File: src/rtl/diag_pkg.sv
package diag_pkg;

   // Filtered detector kinds; the index is used to pick the per-kind lane.
   typedef enum logic [1:0] {
      K_OVL   = 2'd0,
      K_OPEN  = 2'd1,
      K_UNDER = 2'd2,
      K_SHORT = 2'd3
   } fkind_e;

   localparam int NUM_FK = 4;

   // Kinds looked at while the channel is commanded on.
   function automatic logic kind_needs_on(input int k);
      return (k == int'(K_OVL)) || (k == int'(K_UNDER));
   endfunction

endpackage

File: src/rtl/diag_filter.sv
module diag_filter #(
   parameter int LIMIT = 8
) (
   input  logic clk,
   input  logic rst_n,
   input  logic cond,
   input  logic restart,
   output logic hit
);

   localparam int CNT_W = $clog2(LIMIT + 1);
   localparam logic [CNT_W-1:0] LIM_V = CNT_W'(LIMIT);

   logic [CNT_W-1:0] run_q;

   always_ff @(posedge clk) begin
      if (!rst_n)
         run_q <= '0;
      else if (restart || !cond)
         run_q <= '0;
      else if (run_q != LIM_V)
         run_q <= run_q + 1'b1;
   end

   assign hit = (run_q == LIM_V);

endmodule

File: src/rtl/diag_flag_cell.sv
module diag_flag_cell (
   input  logic clk,
   input  logic rst_n,
   input  logic set,
   input  logic clr,
   output logic q
);

   always_ff @(posedge clk) begin
      if (!rst_n)
         q <= 1'b0;
      else if (clr)
         q <= 1'b0;
      else if (set)
         q <= 1'b1;
   end

endmodule

File: src/rtl/diag_cs_edge.sv
module diag_cs_edge (
   input  logic clk,
   input  logic rst_n,
   input  logic cs_n,
   input  logic frame_ok,
   output logic clr
);

   logic cs_q;

   always_ff @(posedge clk) begin
      if (!rst_n)
         cs_q <= 1'b1;
      else
         cs_q <= cs_n;
   end

   assign clr = cs_n & ~cs_q & frame_ok;

endmodule

File: src/rtl/diag_flag_latch.sv
module diag_flag_latch #(
   parameter int N_CH     = 2,
   parameter int FILT_CYC = 8
) (
   input  logic            clk,
   input  logic            rst_n,
   input  logic [N_CH-1:0] in_lvl,
   input  logic [N_CH-1:0] ch_on,
   input  logic [N_CH-1:0] cl2_mode,
   input  logic [N_CH-1:0] ovl_det,
   input  logic [N_CH-1:0] otemp_det,
   input  logic [N_CH-1:0] open_det,
   input  logic [N_CH-1:0] under_det,
   input  logic [N_CH-1:0] short_det,
   input  logic            cs_n,
   input  logic            frame_ok,
   output logic [N_CH-1:0] stat_pin,
   output logic [N_CH-1:0] flag_prot,
   output logic [N_CH-1:0] flag_open,
   output logic [N_CH-1:0] flag_under,
   output logic [N_CH-1:0] flag_short,
   output logic            fault_pin
);
   import diag_pkg::*;

   localparam int N_FLAGS = N_CH * (NUM_FK + 1);

   if (N_CH < 1) begin : g_bad_ch
      $error("diag_flag_latch: N_CH must be at least 1");
   end
   if (FILT_CYC < 1) begin : g_bad_filt
      $error("diag_flag_latch: FILT_CYC must be at least 1");
   end

   logic clr;

   diag_cs_edge u_edge (
      .clk      (clk),
      .rst_n    (rst_n),
      .cs_n     (cs_n),
      .frame_ok (frame_ok),
      .clr      (clr)
   );

   logic [N_CH-1:0][NUM_FK-1:0] lat_q;
   logic [N_CH-1:0]             ot_q;
   logic [N_CH-1:0]             cl_q;
   logic [N_FLAGS-1:0]          all_flags;

   for (genvar c = 0; c < N_CH; c++) begin : g_ch
      logic [NUM_FK-1:0] raw;
      logic [NUM_FK-1:0] cond;
      logic [NUM_FK-1:0] hit;
      logic [NUM_FK-1:0] wipe;
      logic              ovl_keep;

      assign raw[int'(K_OVL)]   = ovl_det[c];
      assign raw[int'(K_OPEN)]  = open_det[c];
      assign raw[int'(K_UNDER)] = under_det[c];
      assign raw[int'(K_SHORT)] = short_det[c];

      // latching current-limit mode keeps overload while the input is high
      assign ovl_keep = cl2_mode[c] & in_lvl[c];

      for (genvar k = 0; k < NUM_FK; k++) begin : g_kind
         if (kind_needs_on(k)) begin : g_on
            assign cond[k] = raw[k] & ch_on[c];
         end else begin : g_off
            assign cond[k] = raw[k] & ~ch_on[c];
         end

         if (k == int'(K_OVL)) begin : g_wipe_ovl
            assign wipe[k] = clr & ~ovl_keep;
         end else begin : g_wipe_std
            assign wipe[k] = clr;
         end

         diag_filter #(.LIMIT(FILT_CYC)) u_filt (
            .clk     (clk),
            .rst_n   (rst_n),
            .cond    (cond[k]),
            .restart (wipe[k]),
            .hit     (hit[k])
         );

         diag_flag_cell u_cell (
            .clk   (clk),
            .rst_n (rst_n),
            .set   (hit[k]),
            .clr   (wipe[k]),
            .q     (lat_q[c][k])
         );
      end

      // overtemperature: no filter, no qualifier
      diag_flag_cell u_ot (
         .clk   (clk),
         .rst_n (rst_n),
         .set   (otemp_det[c]),
         .clr   (clr),
         .q     (ot_q[c])
      );

      assign stat_pin[c]   = in_lvl[c] ^ (|hit | otemp_det[c]);
      assign cl_q[c]       = lat_q[c][int'(K_OVL)];
      assign flag_prot[c]  = cl_q[c] | ot_q[c];
      assign flag_open[c]  = lat_q[c][int'(K_OPEN)];
      assign flag_under[c] = lat_q[c][int'(K_UNDER)];
      assign flag_short[c] = lat_q[c][int'(K_SHORT)];
   end

   assign all_flags = {lat_q, ot_q};
   assign fault_pin = |all_flags;

endmodule

File: config.mk
export PLATFORM = sky130hd
export DESIGN_NAME = diag_flag_latch
export DESIGN_NICKNAME = d
export VERILOG_FILES = /design/src/rtl/diag_pkg.sv /design/src/rtl/diag_filter.sv /design/src/rtl/diag_flag_cell.sv /design/src/rtl/diag_cs_edge.sv /design/src/rtl/diag_flag_latch.sv
export SDC_FILE = /design/constraint.sdc
export NUM_CORES = 1
export LEC_CHECK = 0
export ABC_CLOCK_PERIOD_IN_PS = 1400
export BUFFER_PORTS_ARGS = -buffer_cell sky130_fd_sc_hd__buf_2
export CORE_ASPECT_RATIO = 2
export CORE_MARGIN = 2
export CORE_UTILIZATION = 40
export DETAILED_ROUTE_END_ITERATION = 8
export RECOVER_POWER = 100
export SYNTH_ARGS = -nofsm -noshare
export SYNTH_HDL_FRONTEND = slang
export SYNTH_SLANG_ARGS = --single-unit
File: constraint.sdc
create_clock -name clk -period 1.4 [get_ports clk]
set_input_delay 0.21 -clock clk [delete_from_list [all_inputs] [get_ports clk]]
set_output_delay 0.21 -clock clk [all_outputs]
set_load 0.01 [all_outputs]
# Yosys cells after proc, flatten, opt, wreduce, memory -nomap -nowiden
# Index checks and enable logic that the tools add are counted.
classes:
  n_reduce_logical: 30
  eq_ne: 16
  n_addsub: 8
  bitwise_logic: 26
op_table:
  columns: ["cell", "n"]
  rows:
  - ["$add A4 B1 Y4 const B", 8]
  - ["$eq A4 B4 Y1 const B", 8]
  - ["$ne A4 B4 Y1 const B", 8]
  - ["$reduce_or A2 Y1", 11]
  - ["$and A1 B1 Y1", 14]
  - ["$reduce_or A10 Y1", 1]
  - ["$logic_not A1 Y1", 8]
  - ["$logic_or A1 B1 Y1", 8]
  - ["$reduce_or A4 Y1", 2]
  - ["$not A1 Y1", 6]
  - ["$or A1 B1 Y1", 4]
  - ["$xor A1 B1 Y1", 2]
totals:
  out_inout_bits: 11
  register_bits: 43

# Longest topological paths before layout
# Gate-level depths: netlist (run 1).
logic_depth:
  ltp_word: 6
  mapped_depth: 6
  mapped_depth_nobuf: 6

# Modules after synthesis
# Synthesis (run 1) repeated with hierarchy kept, for this count alone.
hier_totals:
  hier_cells: 220
  hier_area_um2: 2230.9
modules_own_cells:
  columns: ["mod", "area_each_um2", "instances", "cells_each"]
  rows:
  - ["diag_filter", 206.4, 8, 20]
  - ["diag_flag_cell", 36.3, 10, 3]
  - ["diag_flag_latch", 181.4, 1, 27]
  - ["diag_cs_edge", 35.0, 1, 3]

# Worst setup path before layout (run 1)
# No wires, ideal clock.
synth_timing:
  path_kind: "register to output"
  startpoint: "reg g_ch[0].g_kind[3].u_filt.run_q[0]"
  endpoint: "out stat_pin[0]"
  setup_slack_ps: -59
  t_required_ps: 1190
  t_arrival_ps: 1249
  path_stages_with_launch: 7
  cell_sequence: "dfxtp_1 > inv_1 > ha_1 > nand3b_2 > nand2_2 > nor4_4 > xnor2_1"
synth_via:
  elab_chain_cells: 4
synth_rtl:
  columns: ["item", "line", "source"]
  rows:
  - ["from (decl)", "diag_filter.sv:14", "logic [CNT_W-1:0] run_q;"]
  - ["from (signal assigned)", "diag_filter.sv:22", "run_q <= run_q + 1'b1;"]
  - ["$eq A4 B4 Y1", "diag_filter.sv:25", "assign hit = (run_q == LIM_V);"]
  - ["$reduce_or A4 Y1", "diag_flag_latch.sv:104", "assign stat_pin[c] = in_lvl[c] ^ (|hit | otemp_det[c]);"]
  - ["$or A1 B1 Y1", "diag_flag_latch.sv:104", null]
  - ["$xor A1 B1 Y1", "diag_flag_latch.sv:104", null]
  - ["to (decl)", "diag_flag_latch.sv:17", "output logic [N_CH-1:0] stat_pin,"]
# No other way between the ends.

# Worst setup path in the final report (run 1)
layout_timing:
  startpoint: "reg g_ch[1].g_kind[0].u_filt.run_q[0]"
  endpoint: "out stat_pin[1]"
layout_via:
  elab_chain_cells: 4
layout_rtl:
  columns: ["item", "line"]
  rows:
  - ["from (decl)", "diag_filter.sv:14"]
  - ["from (signal assigned)", "diag_filter.sv:22"]
  - ["$eq A4 B4 Y1", "diag_filter.sv:25"]
  - ["$reduce_or A4 Y1", "diag_flag_latch.sv:104"]
  - ["$or A1 B1 Y1", "diag_flag_latch.sv:104"]
  - ["$xor A1 B1 Y1", "diag_flag_latch.sv:104"]
# No other way between the ends.

==> flow_metrics.env, run 1 <==
export IMPL_run_status="complete, but fails checks"
export IMPL_violations="negative setup slack"
export IMPL_port_buffer_count=30
export IMPL_rsz0062_at_grt="true"
export IMPL_drc=0
export IMPL_syn_area_sq_um=2050
export IMPL_fp_coreArea_sq_um=4910
export IMPL_htree_levels=2
export IMPL_fin_nets=324
export IMPL_hold_viol_final=0
export IMPL_peakVddDrop_v=0.000778
export IMPL_clock_latency_ps=290
export IMPL_dp_hpwl_mm=3.31
export IMPL_drtAntennaViolNets=0
export IMPL_power_frac_seq=0.573
export IMPL_drt_iter0_drc=8
export IMPL_finalPower_w=0.00218
export IMPL_layout_commonest_cell="nor2_1"
export IMPL_worst_slew_pin_slew_ps=339
export IMPL_fmax_mhz=549
export IMPL_setup_viol=3
export IMPL_holdCritPathClass="input port to flip-flop"
export IMPL_antenna_found_initial=0
export IMPL_syn_to_final_growth_pct=31.9
export IMPL_crit_chain="inv_2, ha_4, and3b_2, nor4_4, xnor2_2, buf_2"
export IMPL_ys_ff_latch=43
export IMPL_gp_congestion=0.739
export IMPL_finalNonFillerCells=344
export IMPL_cp_arrival_ps=1610
export IMPL_fin_worst_skew_ps=5.13
export IMPL_gr_total_overflow=0
export IMPL_setup_ws_ps=-422
export IMPL_p_sw_frac=0.228
export IMPL_crit_fanout=2
export IMPL_power_frac_comb=0.099
export IMPL_slew_headroom=0.773
export IMPL_syn_num_nets=258
export IMPL_synth_cell_type_count=25
export IMPL_syn_area_per_cell_sq_um=9.21
export IMPL_clkSinkCount=43
export IMPL_p_clk_frac=0.328
export IMPL_worstPathRequired_ps=1190
export IMPL_cell_internal_pwr_w=0.00169
export IMPL_cpMaxStageDelayCell="dfxtp_1"
export IMPL_synth_warnings=0
export IMPL_ios=31
export IMPL_mostFrequentLayoutCells="nor2_1, buf_4, dfxtp_1"
export IMPL_diodes=0
export IMPL_final_layout_size_suffix_gt1_frac=0.390
export IMPL_criticalPathCategory="flip-flop to output port"
export IMPL_synthCells=222
export IMPL_track_usage=0.179
export IMPL_grt_pass1_vias=1694
export IMPL_clock_root_buffer="clkbuf_8"
export IMPL_crit_family="simple AND/OR/NAND/NOR gates"
export IMPL_final_cell_area_sq_um=2700
export IMPL_num_rows=36
export IMPL_critPathLaunchType="flip-flop"
export IMPL_period_needed_ps=1820
export IMPL_vias_per_cell=4.75
export IMPL_place_inst=331
export IMPL_clock_path_buffers=2
export IMPL_endpoint_kind="output port"
export IMPL_cts_clk_slew_worst_paths_ps=70
export IMPL_p_leak_nw=1.15
export IMPL_start_util=0.417
export IMPL_preCtsSetupSlack_ps=-138
export IMPL_switching_power_w=0.000497
export IMPL_maxCapViolCount=0
export IMPL_power_density_nw_per_um2=809
export IMPL_numCtsBuffers=5
export IMPL_period_share=1.30
export IMPL_grt_start_max_net_pins=12
export IMPL_die_area_sq_um=5740
export IMPL_drt_total_wl_mm=4.38
export IMPL_place_area_sq_um=2460
export IMPL_ys_seq_area_frac=0.421
export IMPL_crit_buf_inv=2
export IMPL_grt_pass1_wl_mm=7.40
export IMPL_first_pass_iters=4
export IMPL_vias=1633
export IMPL_slew_violations=0
export IMPL_avgRoutedWirePerCell_microns=12.7
export IMPL_die_w_microns=54.6
export IMPL_cts_tree="built"
export IMPL_critPathMaxStageDelay_ps=360
export IMPL_die_y_microns=105
-- final cells by class --
cell class              instances  area (sq um)
repair buffers                 70           433
multi-input cells             150          1180
flip-flops and latches         43           875
well taps                      57          71.3
inverters                      18          67.6
clock buffers                   6          72.6
fillers                       467          2210
-- Yosys cell counts, drive strengths merged --
cell / count / area, sq um
or2: 2 / 12.5
nand3: 12 / 60.1
and3b: 5 / 43.8
nand2: 13 / 53.8
nor4: 3 / 48.8
inv: 18 / 67.6
ha: 16 / 200
nor3: 7 / 35.0
o21a: 2 / 15.0
a21oi: 6 / 30.0
xnor2: 16 / 140
xor2: 10 / 87.6
mux2i: 4 / 40.0
nor2: 40 / 150
nand3b: 10 / 90.1
and2: 1 / 6.26
a21boi: 2 / 15.0
dfxtp: 43 / 861
nand2b: 1 / 6.26
buf: 11 / 82.6
-- path summary, 6_finish.rpt --
path | start | endpoint | slack (ps) | depth (start not counted)
min reg2reg | g_ch[1].g_kind[0].u_cell.q | g_ch[1].g_kind[0].u_cell.q | 460 | 1
max | g_ch[1].g_kind[0].u_filt.run_q[0] | stat_pin[1] | -420 | 6
max reg2reg | g_ch[1].g_kind[0].u_filt.run_q[0] | g_ch[1].g_kind[0].u_filt.run_q[0] | 70 | 8
min | rst_n | u_edge.cs_q | 140 | 2
-- through the flow --
step                      TNS (ps)   util  hold WS, ps
final                         -852  0.550          142
after global routing         -1170  0.550          144
after CTS                    -1110  0.558          128
after detailed placement      -260  0.502          433
after global placement        -234  0.502          427
after floorplan               -116      -          283
-- routing by layer --
metal / wire length [microns] / global-route usage
met4: 76 / 0.0643
met2: 2600 / 0.341
met3: 152 / 0.0343
met1: 1560 / 0.173
met5: 0 / 0
-- power groups by stage --
stage	combinational, W	sequential, W	clock [W]
after floorplan	0.0000984	0.00128	0
after global placement	0.000196	0.00128	0
after detailed placement	0.000197	0.00128	0
after CTS	0.000226	0.00125	0.000757
after global routing	0.000244	0.00125	0.000800
final	0.000217	0.00125	0.000716
-- repair_timing --
action | 4_1_cts | 5_1_grt
buffers inserted | 11 | 0
pin swaps | 13 | 2
hold buffers | 0 | 0
endpoints found under the setup margin | 3 | 5
gates resized for setup | 45 | 4
-- worst reg2reg max path, delay by kind of cell, from the launching register on --
kind                      cells  cell delay (ps)
and+or+nand+nor               1               60
DFF                           1              360
buffers and inverters         6              690
xor gates and xnor gates      1              130
-- logic make-up after synthesis --
group,Yosys count,synth area share
AOI/OAI and AO/OA,10,0.0294
xor gates and xnor gates,26,0.111
buffers and inverters,29,0.0734
and+or+nand+nor,94,0.248
muxes,4,0.0196
DFF,43,0.421
adders and majority gates,16,0.0979
-- registers in the layout (all words and copies together) (netlist names) --
register / count
g_ch.u_ot.q: 2
g_ch.g_kind.u_cell.q: 8
u_edge.cs_q: 1
g_ch.g_kind.u_filt.run_q: 32
No activity file was read; power rests on OpenSTA's default activity.
==> run 2: changes to the inputs <==
--- a/config.mk
+++ b/config.mk
@@ -11,6 +11,7 @@
 export CORE_MARGIN = 2
 export CORE_UTILIZATION = 40
 export DETAILED_ROUTE_END_ITERATION = 8
+export PLACE_DENSITY = 0.74
 export RECOVER_POWER = 100
 export SYNTH_ARGS = -nofsm -noshare
 export SYNTH_HDL_FRONTEND = slang
==> run 2 against run 1 <==
- the flow still finishes with violations (negative setup slack)
- worst hold slack got worse by 22 ps
- global-route usage decreased by 0.37 points
- design area decreased by 0.42%
- critical path depth unchanged
- die area unchanged
- largest cell class unchanged
==> flow_metrics.env, run 2 (synthesis gave the netlist of run 1 again) <==
export IMPL_grt_pass1_vias=1749
export IMPL_cp_arrival_ps=1620
export IMPL_reg2reg_depth=6
export IMPL_layout_commonest_cell="nor2_1"
export IMPL_period_needed_ps=1830
export IMPL_grt_start_max_net_pins=14
export IMPL_fin_worst_skew_ps=11.5
export IMPL_finalPower_w=0.00225
export IMPL_worstPathRequired_ps=1190
export IMPL_ios=31
export IMPL_regMostFlops="g_ch.g_kind.u_filt.run_q"
export IMPL_fin_nets=322
export IMPL_finalNonFillerCells=344
export IMPL_cpMaxStageDelayCell="dfxtp_2"
export IMPL_criticalPathCategory="flip-flop to output port"
export IMPL_clock_latency_ps=300
export IMPL_fmax_mhz=547
export IMPL_largestRegisters="g_ch.g_kind.u_filt.run_q (32), g_ch.g_kind.u_cell.q (8), g_ch.u_ot.q (2)"
export IMPL_period_share=1.31
export IMPL_endpoint_kind="output port"
export IMPL_final_layout_size_suffix_gt1_frac=0.390
export IMPL_dp_hpwl_mm=3.39
export IMPL_start_util=0.417
export IMPL_numCtsBuffers=5
export IMPL_critPathLaunchType="flip-flop"
export IMPL_preCtsSetupSlack_ps=-137
export IMPL_crit_fanout=2
export IMPL_drc=0
export IMPL_peakVddDrop_v=0.000725
export IMPL_p_leak_nw=1.17
export IMPL_cts_tree="built"
export IMPL_cts_clk_slew_worst_paths_ps=80
export IMPL_power_density_nw_per_um2=837
export IMPL_vias=1653
export IMPL_critPathMaxStageDelay_ps=350
export IMPL_first_pass_iters=4
export IMPL_holdCritPathClass="input port to flip-flop"
export IMPL_clock_path_buffers=2
export IMPL_slew_violations=0
export IMPL_crit_end="stat_pin[0]"
export IMPL_grt_pass1_wl_mm=7.31
export IMPL_antenna_found_initial=0
export IMPL_vias_per_cell=4.81
export IMPL_mostFrequentLayoutCells="nor2_1, buf_4, dfxtp_1"
export IMPL_clock_root_buffer="clkbuf_8"
export IMPL_worst_slew_pin_slew_ps=358
export IMPL_gp_congestion=0.812
export IMPL_drt_total_wl_mm=4.34
export IMPL_port_buffer_count=30
export IMPL_crit_chain="inv_2, ha_4, and3b_2, nor4_4, xnor2_2, buf_2"
export IMPL_setup_ws_ps=-428
export IMPL_largest_reg_flops=32
export IMPL_die_w_microns=54.6
export IMPL_hold_viol_final=0
export IMPL_worstSetupStartpoint="g_ch[0].g_kind[1].u_filt.run_q[0]"
export IMPL_violations="negative setup slack"
export IMPL_regToRegEndpoint="g_ch[0].g_kind[0].u_filt.run_q[1]"
export IMPL_clkSinkCount=43
export IMPL_fin_hold_ws_ps=120
export IMPL_run_status="complete, but fails checks"
export IMPL_finish_utilization=0.547
export IMPL_diodes=0
export IMPL_htree_levels=2
export IMPL_setup_viol=3
export IMPL_maxCapViolCount=0
export IMPL_num_rows=36
export IMPL_track_usage=0.175
export IMPL_rrSetupSlack_ps=140
export IMPL_slew_headroom=0.761
export IMPL_place_inst=334
export IMPL_die_y_microns=105
export IMPL_drtAntennaViolNets=0
export IMPL_rr_startpoint="g_ch[0].g_kind[0].u_filt.run_q[0]"
export IMPL_die_area_sq_um=5740
export IMPL_gr_total_overflow=0
export IMPL_syn_to_final_growth_pct=31.4
export IMPL_fp_coreArea_sq_um=4910
export IMPL_drt_iter0_drc=39
export IMPL_rsz0062_at_grt="true"
export IMPL_avgRoutedWirePerCell_microns=12.6
## run 2: where the power goes
| group | switching (W) | internal (W) | total [W] |
|---|---|---|---|
| clock network | 0.000434 | 0.000349 | 0.000783 |
| logic | 0.000104 | 0.000111 | 0.000214 |
| registers | 0.00000932 | 0.00124 | 0.00125 |
## run 2: timing repair
| item | CTS | global route |
|---|---|---|
| hold buffers | 0 | 0 |
| buffers inserted | 1 | 1 |
| endpoints found under the setup margin | 3 | 6 |
| resized for setup | 23 | 11 |
| pin swaps | 6 | 5 |
## run 2: worst min path at each step
stage / from / end / slack [ps] / depth (start not counted)
6_report: rst_n / u_edge.cs_q / 120 / 2
5_1_grt: rst_n / u_edge.cs_q / 120 / 2
4_1_cts: cs_n / u_edge.cs_q / 110 / 2
3_5_place_dp: cs_n / u_edge.cs_q / 430 / 2
3_3_place_gp: cs_n / u_edge.cs_q / 420 / 2
2_1_floorplan: rst_n / u_edge.cs_q / 280 / 1
## run 2: cell type report
type                    instances  area (sq um)
fillers                       436          2220
clock buffers                   6          72.6
inverters                      18          67.6
multi-input cells             150          1150
flip-flops and latches         43           875
clock inverters                 2          12.5
repair buffers                 68           434
well taps                      57          71.3
## run 2: stage by stage
step	instance area, sq um	TNS [ps]
after floorplan	2080	-116
after global placement	2490	-216
after detailed placement	2490	-251
after CTS	2650	-929
after global routing	2690	-1100
final	2690	-863
## run 2: critical path, delay by kind of cell, from the launching register on
kind                       cells  cell delay (ps)
and+or+nand+nor                2              500
xor gates and xnor gates       1              130
adders and majority gates      1              140
DFF                            1              350
buffers and inverters          2              190
## run 2: routing by layer
metal  vias to the layer above  GRT usage  wire length, microns  share of wire
met5                         -          0                     0              0
met3                         9     0.0429                   172          0.040
met1                       773      0.172                  1630           0.38
met2                        35      0.313                  2390           0.55
li1                        836          -                     -              -
met4                         0     0.0893                   140          0.032
==> run 3: changes to the inputs <==
--- a/config.mk
+++ b/config.mk
@@ -6,13 +6,14 @@
 export NUM_CORES = 1
 export LEC_CHECK = 0
 export ABC_CLOCK_PERIOD_IN_PS = 1400
-export BUFFER_PORTS_ARGS = -buffer_cell sky130_fd_sc_hd__buf_2
+export BUFFER_PORTS_ARGS = -buffer_cell sky130_fd_sc_hd__buf_4
 export CORE_ASPECT_RATIO = 2
 export CORE_MARGIN = 2
 export CORE_UTILIZATION = 40
 export DETAILED_ROUTE_END_ITERATION = 8
 export PLACE_DENSITY = 0.74
 export RECOVER_POWER = 100
+export REMOVE_ABC_BUFFERS = 1
 export SYNTH_ARGS = -nofsm -noshare
 export SYNTH_HDL_FRONTEND = slang
 export SYNTH_SLANG_ARGS = --single-unit
==> run 3 against run 2 <==
- the run still ends with negative setup slack left
- largest power group unchanged
- worst setup slack better by 53 ps
- power grew 0.99%
- wire length stayed put
- final cell count grew 1.7%
- core utilization rose by 2.2 points
- global-route usage is 0.46 points lower
- clock skew up 1.9 ps
- largest cell class unchanged
- maximum frequency up 3.0%
- count of clock-buffer cells in the layout unchanged
- clock power hardly changed
- design area up 4.0%
- die area stayed put
==> flow_metrics.env, run 3 (synthesis gave the netlist of run 1 again) <==
export IMPL_vias_per_cell=4.73
export IMPL_crit_fanout=2
export IMPL_cts_clk_slew_worst_paths_ps=80
export IMPL_ios=31
export IMPL_rsz0062_at_grt="true"
export IMPL_largestRegisters="g_ch.g_kind.u_filt.run_q (32), g_ch.g_kind.u_cell.q (8), g_ch.u_ot.q (2)"
export IMPL_diodes=0
export IMPL_run_status="complete, but fails checks"
export IMPL_p_leak_nw=1.19
export IMPL_place_inst=335
export IMPL_criticalPathCategory="flip-flop to output port"
export IMPL_period_needed_ps=1780
export IMPL_finalNonFillerCells=350
export IMPL_worstPathRequired_ps=1190
export IMPL_drc=0
export IMPL_numCtsBuffers=5
export IMPL_clock_latency_ps=300
export IMPL_regToRegEndpoint="g_ch[0].g_kind[1].u_filt.run_q[1]"
export IMPL_setup_viol=3
export IMPL_clock_root_buffer="clkbuf_8"
export IMPL_switching_power_w=0.000550
export IMPL_hold_viol_final=0
export IMPL_critPathMaxStageDelay_ps=350
export IMPL_first_pass_iters=4
export IMPL_finish_utilization=0.569
export IMPL_die_area_sq_um=5740
export IMPL_dp_hpwl_mm=3.24
export IMPL_worst_slew_pin_slew_ps=359
export IMPL_slew_headroom=0.760
export IMPL_num_rows=36
export IMPL_power_frac_comb=0.103
export IMPL_power_frac_seq=0.551
export IMPL_final_layout_size_suffix_gt1_frac=0.389
export IMPL_nFillCells=447
export IMPL_clock_path_buffers=2
export IMPL_cp_arrival_ps=1570
export IMPL_die_y_microns=105
export IMPL_fp_coreArea_sq_um=4910
export IMPL_regMostFlops="g_ch.g_kind.u_filt.run_q"
export IMPL_crit_chain="inv_2, ha_4, and3b_1, nor4_4, xnor2_1, buf_4"
export IMPL_fin_nets=328
export IMPL_largest_reg_flops=32
export IMPL_endpoint_kind="output port"
export IMPL_drtAntennaViolNets=0
export IMPL_start_util=0.417
export IMPL_cell_internal_pwr_w=0.00172
export IMPL_min_delay_start="rst_n"
export IMPL_power_density_nw_per_um2=813
export IMPL_worstHoldEndpoint="u_edge.cs_q"
export IMPL_peakVddDrop_v=0.000809
export IMPL_period_share=1.27
export IMPL_place_area_sq_um=2540
export IMPL_violations="negative setup slack"
export IMPL_syn_to_final_growth_pct=36.6
export IMPL_port_buffer_count=30
export IMPL_drt_iter0_drc=15
export IMPL_htree_levels=2
export IMPL_die_w_microns=54.6
export IMPL_finalPower_w=0.00227
export IMPL_slew_violations=0
export IMPL_mostFrequentLayoutCells="buf_4, nor2_1, dfxtp_1"
export IMPL_hold_depth=2
export IMPL_track_usage=0.171
export IMPL_antenna_found_initial=0
export IMPL_fin_worst_skew_ps=13.5
export IMPL_avgRoutedWirePerCell_microns=12.4
export IMPL_setup_ws_ps=-375
export IMPL_vias=1654
export IMPL_clkSinkCount=43
export IMPL_gp_congestion=0.799
export IMPL_critPathLaunchType="flip-flop"
export IMPL_p_sw_frac=0.242
export IMPL_final_cell_area_sq_um=2800
export IMPL_cpMaxStageDelayCell="dfxtp_1"
export IMPL_reg2reg_depth=6
export IMPL_grt_start_max_net_pins=14
export IMPL_gr_total_overflow=0
export IMPL_p_clk_frac=0.346
export IMPL_rrSetupSlack_ps=30
export IMPL_fin_hold_ws_ps=102
export IMPL_layout_commonest_cell="buf_4"
export IMPL_cts_hold_buf=0
export IMPL_maxCapViolCount=0
export IMPL_drt_total_wl_mm=4.34
export IMPL_rr_startpoint="g_ch[0].g_kind[1].u_filt.run_q[0]"
export IMPL_holdCritPathClass="input port to flip-flop"
export IMPL_grt_pass1_wl_mm=7.19
export IMPL_cts_tree="built"
export IMPL_grt_pass1_vias=1706
export IMPL_fmax_mhz=563
run 3: cell types whose count changed in the layout (fill, tap and decap cells not counted), moves of 3 or more:
cell / before / now
buf_2: 29 / 0
clkbuf_1: 2 / 10
buf_4: 38 / 61
inv_1: 12 / 7
clkbuf_4: 0 / 3
inv_2: 6 / 11
run 3: critical path, delay by kind of cell (launching register included):
kind,cells,cell delay [ps]
adders and majority gates,1,140
and+or+nand+nor,2,430
buffers and inverters,2,200
xor gates and xnor gates,1,150
DFF,1,350
run 3: how the worst max path moves through the flow:
stage,start,slack [ps],endpoint
floorplan,g_ch[0].g_kind[3].u_filt.run_q[0],-60,stat_pin[0]
global placement,g_ch[0].g_kind[3].u_filt.run_q[1],-110,stat_pin[0]
detailed placement,g_ch[0].g_kind[3].u_filt.run_q[0],-130,stat_pin[0]
CTS,g_ch[0].g_kind[3].u_filt.run_q[0],-400,stat_pin[0]
global route,g_ch[1].g_kind[0].u_filt.run_q[1],-450,stat_pin[1]
finish,g_ch[0].g_kind[0].u_filt.run_q[0],-380,stat_pin[0]
run 3: layout make-up:
cell class	instances	area, sq um	area share
Multi-Input combinational cell	150	1180	0.421
Sequential cell	43	876	0.313
Timing Repair Buffer	74	519	0.186
Clock buffer	6	72.6	0.0260
Tap cell	57	71.3	0.0255
Inverter	18	67.6	0.0242
Clock inverter	2	12.5	0.00448
run 3: power groups by stage:
stage	logic, W	clock network (W)	registers (W)
finish	0.000234	0.000786	0.00125
global route	0.000256	0.000847	0.00125
CTS	0.000236	0.000810	0.00125
detailed placement	0.000217	0	0.00128
global placement	0.000213	0	0.00128
floorplan	0.0000910	0	0.00128
run 3: routing by layer:
metal	global-route usage	wire, microns	vias up
li1	-	-	844
met2	0.312	2470	34
met4	0.0768	112	0
met3	0.0429	149	9
met1	0.164	1610	767
met5	0	0	-
run 3: what timing repair did:
action                                  in CTS  in global routing
pin swaps                                   10                  5
endpoints found under the setup margin       3                  3
buffers inserted                             4                  3
resized for setup                           46                  5
run 3: through the flow:
stage                     setup TNS, ps  setup slack [ps]
after floorplan                    -118             -59.2
after global placement             -201              -110
after detailed placement           -229              -130
after CTS                          -823              -396
after global routing              -1170              -455
final                              -821              -375
